### config.mk
export PLATFORM = sky130hd
export DESIGN_NAME = dacwr_ctrl
export DESIGN_NICKNAME = d
export VERILOG_FILES = /design/src/rtl/dacwr_pkg.sv /design/src/rtl/dacwr_timer.sv /design/src/rtl/dacwr_shifter.sv /design/src/rtl/dacwr_seq.sv /design/src/rtl/dacwr_ctrl.sv
export SDC_FILE = /design/constraint.sdc
export NUM_CORES = 1
export LEC_CHECK = 0
export ABC_AREA = 1
export BUFFER_PORTS_ARGS = -buffer_cell sky130_fd_sc_hd__buf_2
export CORE_UTILIZATION = 45
export CTS_CLUSTER_SIZE = 40
export DETAILED_ROUTE_END_ITERATION = 7
export PLACE_DENSITY_LB_ADDON = 0.08
export SYNTH_ARGS = -nofsm -noshare
export SYNTH_HDL_FRONTEND = slang
export SYNTH_SLANG_ARGS = --single-unit
export TNS_END_PERCENT = 1
### constraint.sdc
create_clock -name clk -period 1.55 [get_ports clk]
set_input_delay 0.155 -clock clk [delete_from_list [all_inputs] [get_ports clk]]
set_output_delay 0.155 -clock clk [all_outputs]
set_load 0.01 [all_outputs]
### src/rtl/dacwr_pkg.sv
package dacwr_pkg;

    localparam int ADDR_W = 2;

    localparam logic [ADDR_W-1:0] ADDR_NONE = 2'b00;
    localparam logic [ADDR_W-1:0] ADDR_A    = 2'b01;
    localparam logic [ADDR_W-1:0] ADDR_B    = 2'b10;
    localparam logic [ADDR_W-1:0] ADDR_BOTH = 2'b11;

    typedef enum logic {
        MODE_IMM  = 1'b0,
        MODE_SYNC = 1'b1
    } upd_mode_t;

    typedef enum logic [2:0] {
        ST_IDLE,
        ST_PRE,
        ST_SHIFT,
        ST_HOLD,
        ST_GAP,
        ST_LDLO,
        ST_POST
    } seq_state_t;

    typedef struct packed {
        logic csn;
        logic sclk;
        logic ldacn;
    } ctl_pins_t;

    function automatic int frame_len(input int data_w, input int byte_mode);
        int f;
        f = data_w + ADDR_W;
        return (byte_mode != 0) ? ((f + 7) / 8) * 8 : f;
    endfunction

    function automatic int max5(input int a, input int b, input int c,
                                input int d, input int e);
        int m;
        m = a;
        if (b > m) m = b;
        if (c > m) m = c;
        if (d > m) m = d;
        if (e > m) m = e;
        return m;
    endfunction

endpackage

### src/rtl/dacwr_timer.sv
module dacwr_timer #(
    parameter int CNT_W = 4
) (
    input  logic             clk,
    input  logic             rst,
    input  logic             load,
    input  logic [CNT_W-1:0] load_val,
    output logic             done
);

    logic [CNT_W-1:0] cnt;

    always_ff @(posedge clk) begin
        if (rst) begin
            cnt <= '0;
        end else if (load) begin
            cnt <= load_val;
        end else if (cnt != '0) begin
            cnt <= cnt - 1'b1;
        end
    end

    assign done = (cnt == '0);

endmodule

### src/rtl/dacwr_shifter.sv
module dacwr_shifter #(
    parameter int TOT_W = 18
) (
    input  logic             clk,
    input  logic             rst,
    input  logic             load,
    input  logic [TOT_W-1:0] load_word,
    input  logic             advance,
    output logic             sdi,
    output logic             last
);

    localparam int CW = (TOT_W > 1) ? $clog2(TOT_W) : 1;
    localparam logic [CW-1:0] LAST_IDX = CW'(TOT_W - 1);

    logic [TOT_W-1:0] sh;
    logic [CW-1:0]    idx;

    always_ff @(posedge clk) begin
        if (rst) begin
            sh  <= '0;
            idx <= '0;
        end else if (load) begin
            sh  <= load_word;
            idx <= '0;
        end else if (advance) begin
            sh  <= {sh[TOT_W-2:0], 1'b0};
            idx <= idx + 1'b1;
        end
    end

    assign sdi  = sh[TOT_W-1];
    assign last = (idx == LAST_IDX);

    AST_NO_SHIFT_PAST_END: assert property (@(posedge clk) disable iff (rst)
        advance |-> !last) else $error("shift past frame end");

endmodule

### src/rtl/dacwr_seq.sv
module dacwr_seq
    import dacwr_pkg::*;
#(
    parameter int HALF_CYC = 2,
    parameter int CS_HOLD  = 2,
    parameter int CS_GAP   = 2,
    parameter int LD_GAP   = 2,
    parameter int LD_W     = 2,
    parameter int CNT_W    = 2
) (
    input  logic             clk,
    input  logic             rst,
    input  logic             cmd_valid,
    input  upd_mode_t        cmd_mode,
    output logic             cmd_ready,
    input  logic             t_done,
    input  logic             sh_last,
    output logic             t_load,
    output logic [CNT_W-1:0] t_val,
    output logic             sh_load,
    output logic             sh_sel_b,
    output logic             sh_adv,
    output ctl_pins_t        pins
);

    localparam logic [CNT_W-1:0] T_HALF = CNT_W'(HALF_CYC - 1);
    localparam logic [CNT_W-1:0] T_HOLD = CNT_W'(CS_HOLD - 1);
    localparam logic [CNT_W-1:0] T_GAP  = CNT_W'(CS_GAP - 1);
    localparam logic [CNT_W-1:0] T_LDG  = CNT_W'(LD_GAP - 1);
    localparam logic [CNT_W-1:0] T_LDW  = CNT_W'(LD_W - 1);

    seq_state_t state;
    upd_mode_t  mode_q;
    logic       second;
    ctl_pins_t  pin_q;

    always_ff @(posedge clk) begin
        if (rst) begin
            state       <= ST_IDLE;
            mode_q      <= MODE_IMM;
            second      <= 1'b0;
            pin_q.csn   <= 1'b1;
            pin_q.sclk  <= 1'b0;
            pin_q.ldacn <= 1'b1;
        end else begin
            case (state)
                ST_IDLE: if (cmd_valid) begin
                    mode_q      <= cmd_mode;
                    second      <= 1'b0;
                    pin_q.ldacn <= (cmd_mode == MODE_SYNC);
                    state       <= ST_PRE;
                end
                ST_PRE: if (t_done) begin
                    pin_q.csn <= 1'b0;
                    state     <= ST_SHIFT;
                end
                ST_SHIFT: if (t_done) begin
                    if (!pin_q.sclk) begin
                        pin_q.sclk <= 1'b1;
                    end else begin
                        pin_q.sclk <= 1'b0;
                        if (sh_last) state <= ST_HOLD;
                    end
                end
                ST_HOLD: if (t_done) begin
                    pin_q.csn <= 1'b1;
                    state     <= ST_GAP;
                end
                ST_GAP: if (t_done) begin
                    if (mode_q == MODE_SYNC && !second) begin
                        second    <= 1'b1;
                        pin_q.csn <= 1'b0;
                        state     <= ST_SHIFT;
                    end else if (mode_q == MODE_SYNC) begin
                        pin_q.ldacn <= 1'b0;
                        state       <= ST_LDLO;
                    end else begin
                        state <= ST_IDLE;
                    end
                end
                ST_LDLO: if (t_done) begin
                    pin_q.ldacn <= 1'b1;
                    state       <= ST_POST;
                end
                ST_POST: if (t_done) state <= ST_IDLE;
                default: state <= ST_IDLE;
            endcase
        end
    end

    always_comb begin
        t_load   = 1'b0;
        t_val    = '0;
        sh_load  = 1'b0;
        sh_sel_b = 1'b0;
        sh_adv   = 1'b0;
        case (state)
            ST_IDLE: if (cmd_valid) begin
                t_load  = 1'b1;
                t_val   = T_LDG;
                sh_load = 1'b1;
            end
            ST_PRE: if (t_done) begin
                t_load = 1'b1;
                t_val  = T_HALF;
            end
            ST_SHIFT: if (t_done) begin
                t_load = 1'b1;
                t_val  = (pin_q.sclk && sh_last) ? T_HOLD : T_HALF;
                sh_adv = pin_q.sclk && !sh_last;
            end
            ST_HOLD: if (t_done) begin
                t_load = 1'b1;
                t_val  = T_GAP;
            end
            ST_GAP: if (t_done && mode_q == MODE_SYNC) begin
                t_load = 1'b1;
                if (!second) begin
                    t_val    = T_HALF;
                    sh_load  = 1'b1;
                    sh_sel_b = 1'b1;
                end else begin
                    t_val = T_LDW;
                end
            end
            ST_LDLO: if (t_done) begin
                t_load = 1'b1;
                t_val  = T_LDG;
            end
            default: ;
        endcase
    end

    assign cmd_ready = (state == ST_IDLE);
    assign pins      = pin_q;

    AST_IDLE_LEVELS: assert property (@(posedge clk) disable iff (rst)
        cmd_ready |-> (pins.csn && !pins.sclk)) else $error("idle levels");
    AST_CS_RISE_SCLK_LOW: assert property (@(posedge clk) disable iff (rst)
        $rose(pins.csn) |-> !pins.sclk) else $error("cs rose with clock high");
    AST_LD_HIGH_IN_SYNC: assert property (@(posedge clk) disable iff (rst)
        (!pins.csn && mode_q == MODE_SYNC) |-> pins.ldacn) else $error("strobe low in frame");
    AST_READY_DROPS: assert property (@(posedge clk) disable iff (rst)
        (cmd_valid && cmd_ready) |=> !cmd_ready) else $error("ready stayed high");

endmodule

### src/rtl/dacwr_ctrl.sv
module dacwr_ctrl
    import dacwr_pkg::*;
#(
    parameter int DATA_W    = 16,
    parameter int HALF_CYC  = 2,
    parameter int CS_HOLD   = 2,
    parameter int CS_GAP    = 2,
    parameter int LD_GAP    = 2,
    parameter int LD_W      = 2,
    parameter int BYTE_MODE = 0
) (
    input  logic              clk,
    input  logic              rst,
    input  logic              cmd_valid,
    output logic              cmd_ready,
    input  logic              cmd_sync,
    input  logic [1:0]        cmd_addr,
    input  logic [DATA_W-1:0] cmd_data,
    input  logic [DATA_W-1:0] cmd_data_b,
    output logic              dac_csn,
    output logic              dac_sclk,
    output logic              dac_sdi,
    output logic              dac_ldacn
);

    localparam int TOT_W = frame_len(DATA_W, BYTE_MODE);
    localparam int MAXV  = max5(HALF_CYC, CS_HOLD, CS_GAP, LD_GAP, LD_W);
    localparam int CNT_W = (MAXV > 1) ? $clog2(MAXV) : 1;

    upd_mode_t        mode_in;
    logic [TOT_W-1:0] word_a;
    logic [TOT_W-1:0] word_b_q;
    logic             accept;
    logic             t_load, t_done, sh_load, sh_sel_b, sh_adv, sh_last;
    logic [CNT_W-1:0] t_val;
    ctl_pins_t        pins;

    assign mode_in = upd_mode_t'(cmd_sync);
    assign accept  = cmd_valid && cmd_ready;
    assign word_a  = TOT_W'({(mode_in == MODE_SYNC) ? ADDR_A : cmd_addr, cmd_data});

    always_ff @(posedge clk) begin
        if (rst) begin
            word_b_q <= '0;
        end else if (accept) begin
            word_b_q <= TOT_W'({ADDR_B, cmd_data_b});
        end
    end

    dacwr_seq #(
        .HALF_CYC(HALF_CYC), .CS_HOLD(CS_HOLD), .CS_GAP(CS_GAP),
        .LD_GAP(LD_GAP), .LD_W(LD_W), .CNT_W(CNT_W)
    ) u_seq (
        .clk(clk), .rst(rst),
        .cmd_valid(cmd_valid), .cmd_mode(mode_in), .cmd_ready(cmd_ready),
        .t_done(t_done), .sh_last(sh_last),
        .t_load(t_load), .t_val(t_val),
        .sh_load(sh_load), .sh_sel_b(sh_sel_b), .sh_adv(sh_adv),
        .pins(pins)
    );

    dacwr_timer #(.CNT_W(CNT_W)) u_timer (
        .clk(clk), .rst(rst), .load(t_load), .load_val(t_val), .done(t_done)
    );

    dacwr_shifter #(.TOT_W(TOT_W)) u_shift (
        .clk(clk), .rst(rst), .load(sh_load),
        .load_word(sh_sel_b ? word_b_q : word_a),
        .advance(sh_adv), .sdi(dac_sdi), .last(sh_last)
    );

    assign dac_csn   = pins.csn;
    assign dac_sclk  = pins.sclk;
    assign dac_ldacn = pins.ldacn;

    AST_SDI_STABLE_HIGH: assert property (@(posedge clk) disable iff (rst)
        (dac_sclk && $past(dac_sclk)) |-> $stable(dac_sdi)) else $error("data moved in high phase");
    AST_SDI_SETUP: assert property (@(posedge clk) disable iff (rst)
        $rose(dac_sclk) |-> $stable(dac_sdi)) else $error("data moved at rising edge");

endmodule

==> impl_metrics.ini, run 1 <==
[status]
outcome = finished, final reports clean

[worst_setup_path]
r2r-end = u_shift.sh[4]
endpoint_kind = register
cp_num_buf_inv = 3
required_ns = 1.72
path_cells = nor2_4 -> nand3_2 -> inv_4 -> buf_12 -> nand2_1 -> o21ai_0 -> inv_1 -> nand2_1 -> a21oi_1
reg2regPathDepth = 9
endpoint = u_shift.sh[4]
regToRegSetupSlack_ns = 0.13
cp_slowest_cell = dfxtp_1
crit_path_max_fanout = 30
crit_path_frequent_cell = nand2_1
crit_start = u_seq.state[0]
slowest_delay_ns = 0.36
critPathTopFamily = simple AND/OR/NAND/NOR gates
worst_setup_path_start_kind = register
critical_path_depth = 9
setup.worst_path.class = reg2reg
worstPathArrival_ns = 1.59
regToRegStartpoint = u_seq.state[0]

[power]
power.total_mw = 4.31
leakagePower_nw = 1.29
peakVddDrop_mv = 0.799
p_per_area_nw_per_um2 = 1470

[layout]
layout-drive-gt1-share = 0.214
areaGrowthSynthToFinish_pct = 16.3
final_cell_mix = nand2_1 (101), dfxtp_1 (47), nor2_1 (43)
stdcell_count = 482
final_util = 0.559
nNetsFinal = 451
n_antenna_cell = 0
final_common_cell = nand2_1

[place]
hpwlAfterDp_mm = 4.21
place_inst = 474
port_buffers = 42
post-place-ws_ns = 0.0543
place_congestion = 0.860

[synth]
synthCells = 366
yosys_warnings = 0
syn_area_per_cell_um2 = 6.87
synth_seq_cells = 49
yosysUniqueCellTypes = 33
synthesis.area_um2 = 2520
syn-num-nets = 406
synth_edf_count = 0
synth_seq_area_share = 0.390
synth_top_flop_cell = dfxtp_1
async_reset_ff_frac = 0

[sta]
maxSlewHeadroom = 0.740
finalCritPeriodShare = 0.917
finalCriticalPeriod_ns = 1.42
worstMarginPinSlew_ns = 0.390
report.final.slew_viol_count = 0
rsz0062_at_grt = true
clock_skew_ns = 0.00244
finalHoldViolations = 0
finalSetupViolations = 0
fmax_ghz = 0.704
final.setup.worst_slack_ns = 0.129

[routing]
viasPerCell = 4.85
drtIter0Drc = 141
postRouteAntennaNets = 0
drtPass1Iterations = 4
drt-total-wl_mm = 5.85
vias = 2339
drc = 0
avgRoutedWirePerCell_um = 12.1

[global_routing]
grt_pass1_vias = 2150
grt_use_total = 0.213
grt_overflow_total = 0
grt_max_degree = 36
grt_antenna_before_repair = 0
grt_pass1_wl_mm = 10.0

[clock_network]
cts_htree_levels = 2
clock-sinks = 49
cts_buffers = 5
root_buffer = clkbuf_8
clk_latency_ns = 0.29
cts_tree = yes
path_clk_slew_ns = 0.09
cts_buffer_depth = 2
hold_buffers = 0

[floorplanning]
die_area_um2 = 5890
die-height_um = 76.8
rows = 26
core_um2 = 5240
dieWidth_um = 76.8
top_level_ports = 43
start_util = 0.480

[min_path]
min_path_type = in2reg
min-delay-start = cmd_data_b[4]

[run]
maxCapViolations = 0
[sequential cells by signal, indices dropped and copies added (netlist names)]
signal        count
u_seq.state       3
u_seq.mode_q      1
u_seq.pins        3
u_seq.second      1
u_timer.cnt       1
word_b_q         17
u_shift.sh       18
u_shift.idx       5
[worst min path at each step]
stage                   end  slack, ns  depth (start not counted)
2_1_floorplan   word_b_q[1]       0.30                          2
3_3_place_gp   word_b_q[11]       0.40                          3
3_5_place_dp    word_b_q[8]       0.41                          3
4_1_cts         word_b_q[4]       0.09                          3
5_1_grt        word_b_q[11]       0.09                          3
6_report        word_b_q[4]       0.09                          3
[logic make-up after synthesis]
family | after synthesis | share of synthesized area
simple gates | 215 | 0.403
buf+inv | 52 | 0.0950
flops | 49 | 0.390
compound gates | 46 | 0.0950
xor+xnor | 2 | 0.00696
fa+ha+maj | 2 | 0.00994
[worst min-delay path: cells and delay by family]
family	cells	cell delay (ns)
simple gates	1	0.05
compound gates	1	0.05
buf+inv	1	0.09
[timing repair]
item	in CTS	in global routing
endpoints found under the setup margin	0	18
hold endpoints to repair	0	0
resized for setup	0	7
buffers inserted	0	0
[per-layer routing]
layer / part of all wire / track usage / up-vias
met1: 0.53 / 0.328 / 1021
met4: 0.0067 / 0.0519 / 0
met5: 0 / 0 / -
li1: - / - / 1265
met3: 0.043 / 0.0369 / 5
met2: 0.42 / 0.300 / 48
[cell usage after synthesis (2+ instances only)]
| library cell | count | share of area |
|---|---|---|
| o21ai_0 | 12 | 0.024 |
| nor2_1 | 44 | 0.066 |
| nor2_2 | 9 | 0.022 |
| nand3_1 | 30 | 0.060 |
| nand3_2 | 2 | 0.0080 |
| inv_2 | 2 | 0.0030 |
| nor2_8 | 2 | 0.016 |
| inv_1 | 29 | 0.043 |
| buf_4 | 3 | 0.0090 |
| nand4_1 | 18 | 0.045 |
| clkbuf_1 | 5 | 0.0075 |
| nand3_4 | 2 | 0.014 |
| dfxtp_1 | 49 | 0.39 |
| or2_0 | 2 | 0.0050 |
| nor2_4 | 2 | 0.0090 |
| a21oi_1 | 29 | 0.058 |
| inv_4 | 2 | 0.0050 |
| nand2_1 | 102 | 0.15 |
| ha_1 | 2 | 0.0099 |
| buf_2 | 7 | 0.014 |
[report_power, final]
part | internal, mW | leakage [nW] | switching [mW]
sequential | 1.55 | 0.402 | 0.210
combinational | 0.680 | 0.851 | 1.14
clock | 0.322 | 0.0395 | 0.415
[stage by stage]
stage	setup TNS (ns)	hold WS [ns]	cell area, µm²
floorplan	0	0.299	2520
CTS	0	0.0904	2910
detailed placement	0	0.410	2830
finish	0	0.0922	2930
global placement	0	0.405	2830
global route	-0.0120	0.0943	2930
[area by class of cell]
class                      count  area (µm²)
sequential                    49         983
multi-input combinational    265        1310
inverter                      34         133
clock buffer                   8        80.1
timing repair buffer          56         332
tap                           70        87.6
fill                         528        2310
Power figures use the tool's default switching activity.
==> run 2, diff against run 1 <==
--- a/config.mk
+++ b/config.mk
@@ -8,9 +8,10 @@
 export ABC_AREA = 1
 export BUFFER_PORTS_ARGS = -buffer_cell sky130_fd_sc_hd__buf_2
 export CORE_UTILIZATION = 45
+export CTS_BUF_LIST = sky130_fd_sc_hd__clkbuf_16
 export CTS_CLUSTER_SIZE = 40
 export DETAILED_ROUTE_END_ITERATION = 7
-export PLACE_DENSITY_LB_ADDON = 0.08
+export PLACE_DENSITY = 0.74
 export SYNTH_ARGS = -nofsm -noshare
 export SYNTH_HDL_FRONTEND = slang
 export SYNTH_SLANG_ARGS = --single-unit
==> run 2 against run 1 <==
Setup slack worse by 0.025 ns. Largest cell class unchanged. Register-to-register slack worse by 0.02 ns. Via count up 5.3%. Critical path depth down 2. Largest power group unchanged. Hold slack better by 0.014 ns. Core utilization up 1.6 points. Global-route usage down 1.1 points. Final cell count up 0.41%. Combinational power about the same.
==> impl_metrics.ini, run 2 (synthesis gave the netlist of run 1 again) <==
[worst_setup_path]
worstPathArrival_ns = 1.67
required_ns = 1.77
worst_setup_path_start_kind = register
endpoint_kind = register
setup.worst_path.class = reg2reg
reg2regPathDepth = 7
crit_path_max_fanout = 6

[layout]
multi_input_area_um2 = 1320
final_util = 0.575
areaGrowthSynthToFinish_pct = 19.6
largest_register = u_shift.sh
reg_top3 = u_shift.sh (18), word_b_q (17), u_shift.idx (5)
layout-drive-gt1-share = 0.225
n_antenna_cell = 0
nNetsFinal = 453
largest_register_ffs = 18
final_common_cell = nand2_1
register_area_um2 = 985
fillCellCount = 521
stdcell_count = 484
final_cell_mix = nand2_1 (101), dfxtp_1 (46), nor2_1 (43)

[place]
place_congestion = 0.870
hpwlAfterDp_mm = 4.05
place_inst = 472
post-place-ws_ns = -0.0905
port_buffers = 42

[sta]
finalHoldViolations = 0
maxSlewHeadroom = 0.755
worstMarginPinSlew_ns = 0.368
fmax_ghz = 0.692
rsz0062_at_grt = false
finalCriticalPeriod_ns = 1.45
clock_skew_ns = 0.00398
report.final.slew_viol_count = 0
whs_ns = 0.106
finalCritPeriodShare = 0.933
final.setup.worst_slack_ns = 0.104
finalSetupViolations = 0

[min_path]
hold_depth = 3
min_path_type = in2reg

[global_routing]
grt_max_degree = 36
grt_pass1_vias = 2173
grt_antenna_before_repair = 0
grt_pass1_wl_mm = 9.69
grt_overflow_total = 0
grt_use_total = 0.202

[routing]
drt-total-wl_mm = 5.78
drc = 0
viasPerCell = 5.09
postRouteAntennaNets = 0
drtPass1Iterations = 4
vias = 2464
drtIter0Drc = 197
avgRoutedWirePerCell_um = 11.9

[clock_network]
clock-sinks = 49
cts_buffers = 5
path_clk_slew_ns = 0.07
root_buffer = clkbuf_16
clk_latency_ns = 0.29
cts_buffer_depth = 2
cts_htree_levels = 2
hold_buffers = 0
cts_tree = yes

[power]
peakVddDrop_mv = 0.745
leakagePower_nw = 1.33
p_per_area_nw_per_um2 = 1560

[run]
maxCapViolations = 0

[floorplanning]
top_level_ports = 43
rows = 26
die-height_um = 76.8
core_um2 = 5240
start_util = 0.480
die_area_um2 = 5890
dieWidth_um = 76.8

[status]
outcome = finished, final reports clean
[run 2: report_power, final]
| part | total, mW | internal [mW] | switching (mW) |
|---|---|---|---|
| registers | 1.79 | 1.55 | 0.236 |
| logic | 1.83 | 0.696 | 1.14 |
| clock network | 1.07 | 0.593 | 0.475 |
| total | 4.69 | 2.84 | 1.85 |
[run 2: per-stage QoR]
step	instance area, µm²	power (mW)	TNS [ns]
CTS	2960	4.63	0
floorplan	2520	3.13	0
finish	3010	4.69	0
global placement	2810	3.51	-0.0444
detailed placement	2810	3.56	-0.217
global route	3010	5.03	0
[run 2: cell type report]
type                       count  area share
multi-input combinational    265       0.437
sequential                    49       0.327
timing repair buffer          58       0.115
inverter                      34      0.0441
clock buffer                   5      0.0416
tap                           70      0.0291
clock inverter                 3     0.00582
[run 2: critical path: stages (launching register included)]
cell and delay (ns):
dfxtp_1 0.33, inv_1 0.05, ha_1 0.19, nand3_1 0.15
nand3_4 0.15, buf_4 0.19, or2_0 0.20, a21oi_1 0.12
[run 2: repair_timing]
item | 4_1_cts | 5_1_grt
setup endpoints to repair | 5 | 18
setup buffers | 0 | 4
gates resized for setup | 2 | 6
pin swaps | 0 | 1
[run 2: worst paths after layout]
check / to / slack, ns / from
min: word_b_q[12] / 0.11 / cmd_data_b[12]
max reg2reg: u_shift.idx[1] / 0.10 / u_shift.idx[1]
max: u_shift.idx[1] / 0.10 / u_shift.idx[1]
min reg2reg: word_b_q[0] / 0.45 / word_b_q[0]
[run 2: routing by layer]
layer	part of all wire	GRT usage
met5	0	0
met4	0.014	0.0673
met3	0.044	0.0321
met2	0.49	0.350
met1	0.45	0.253
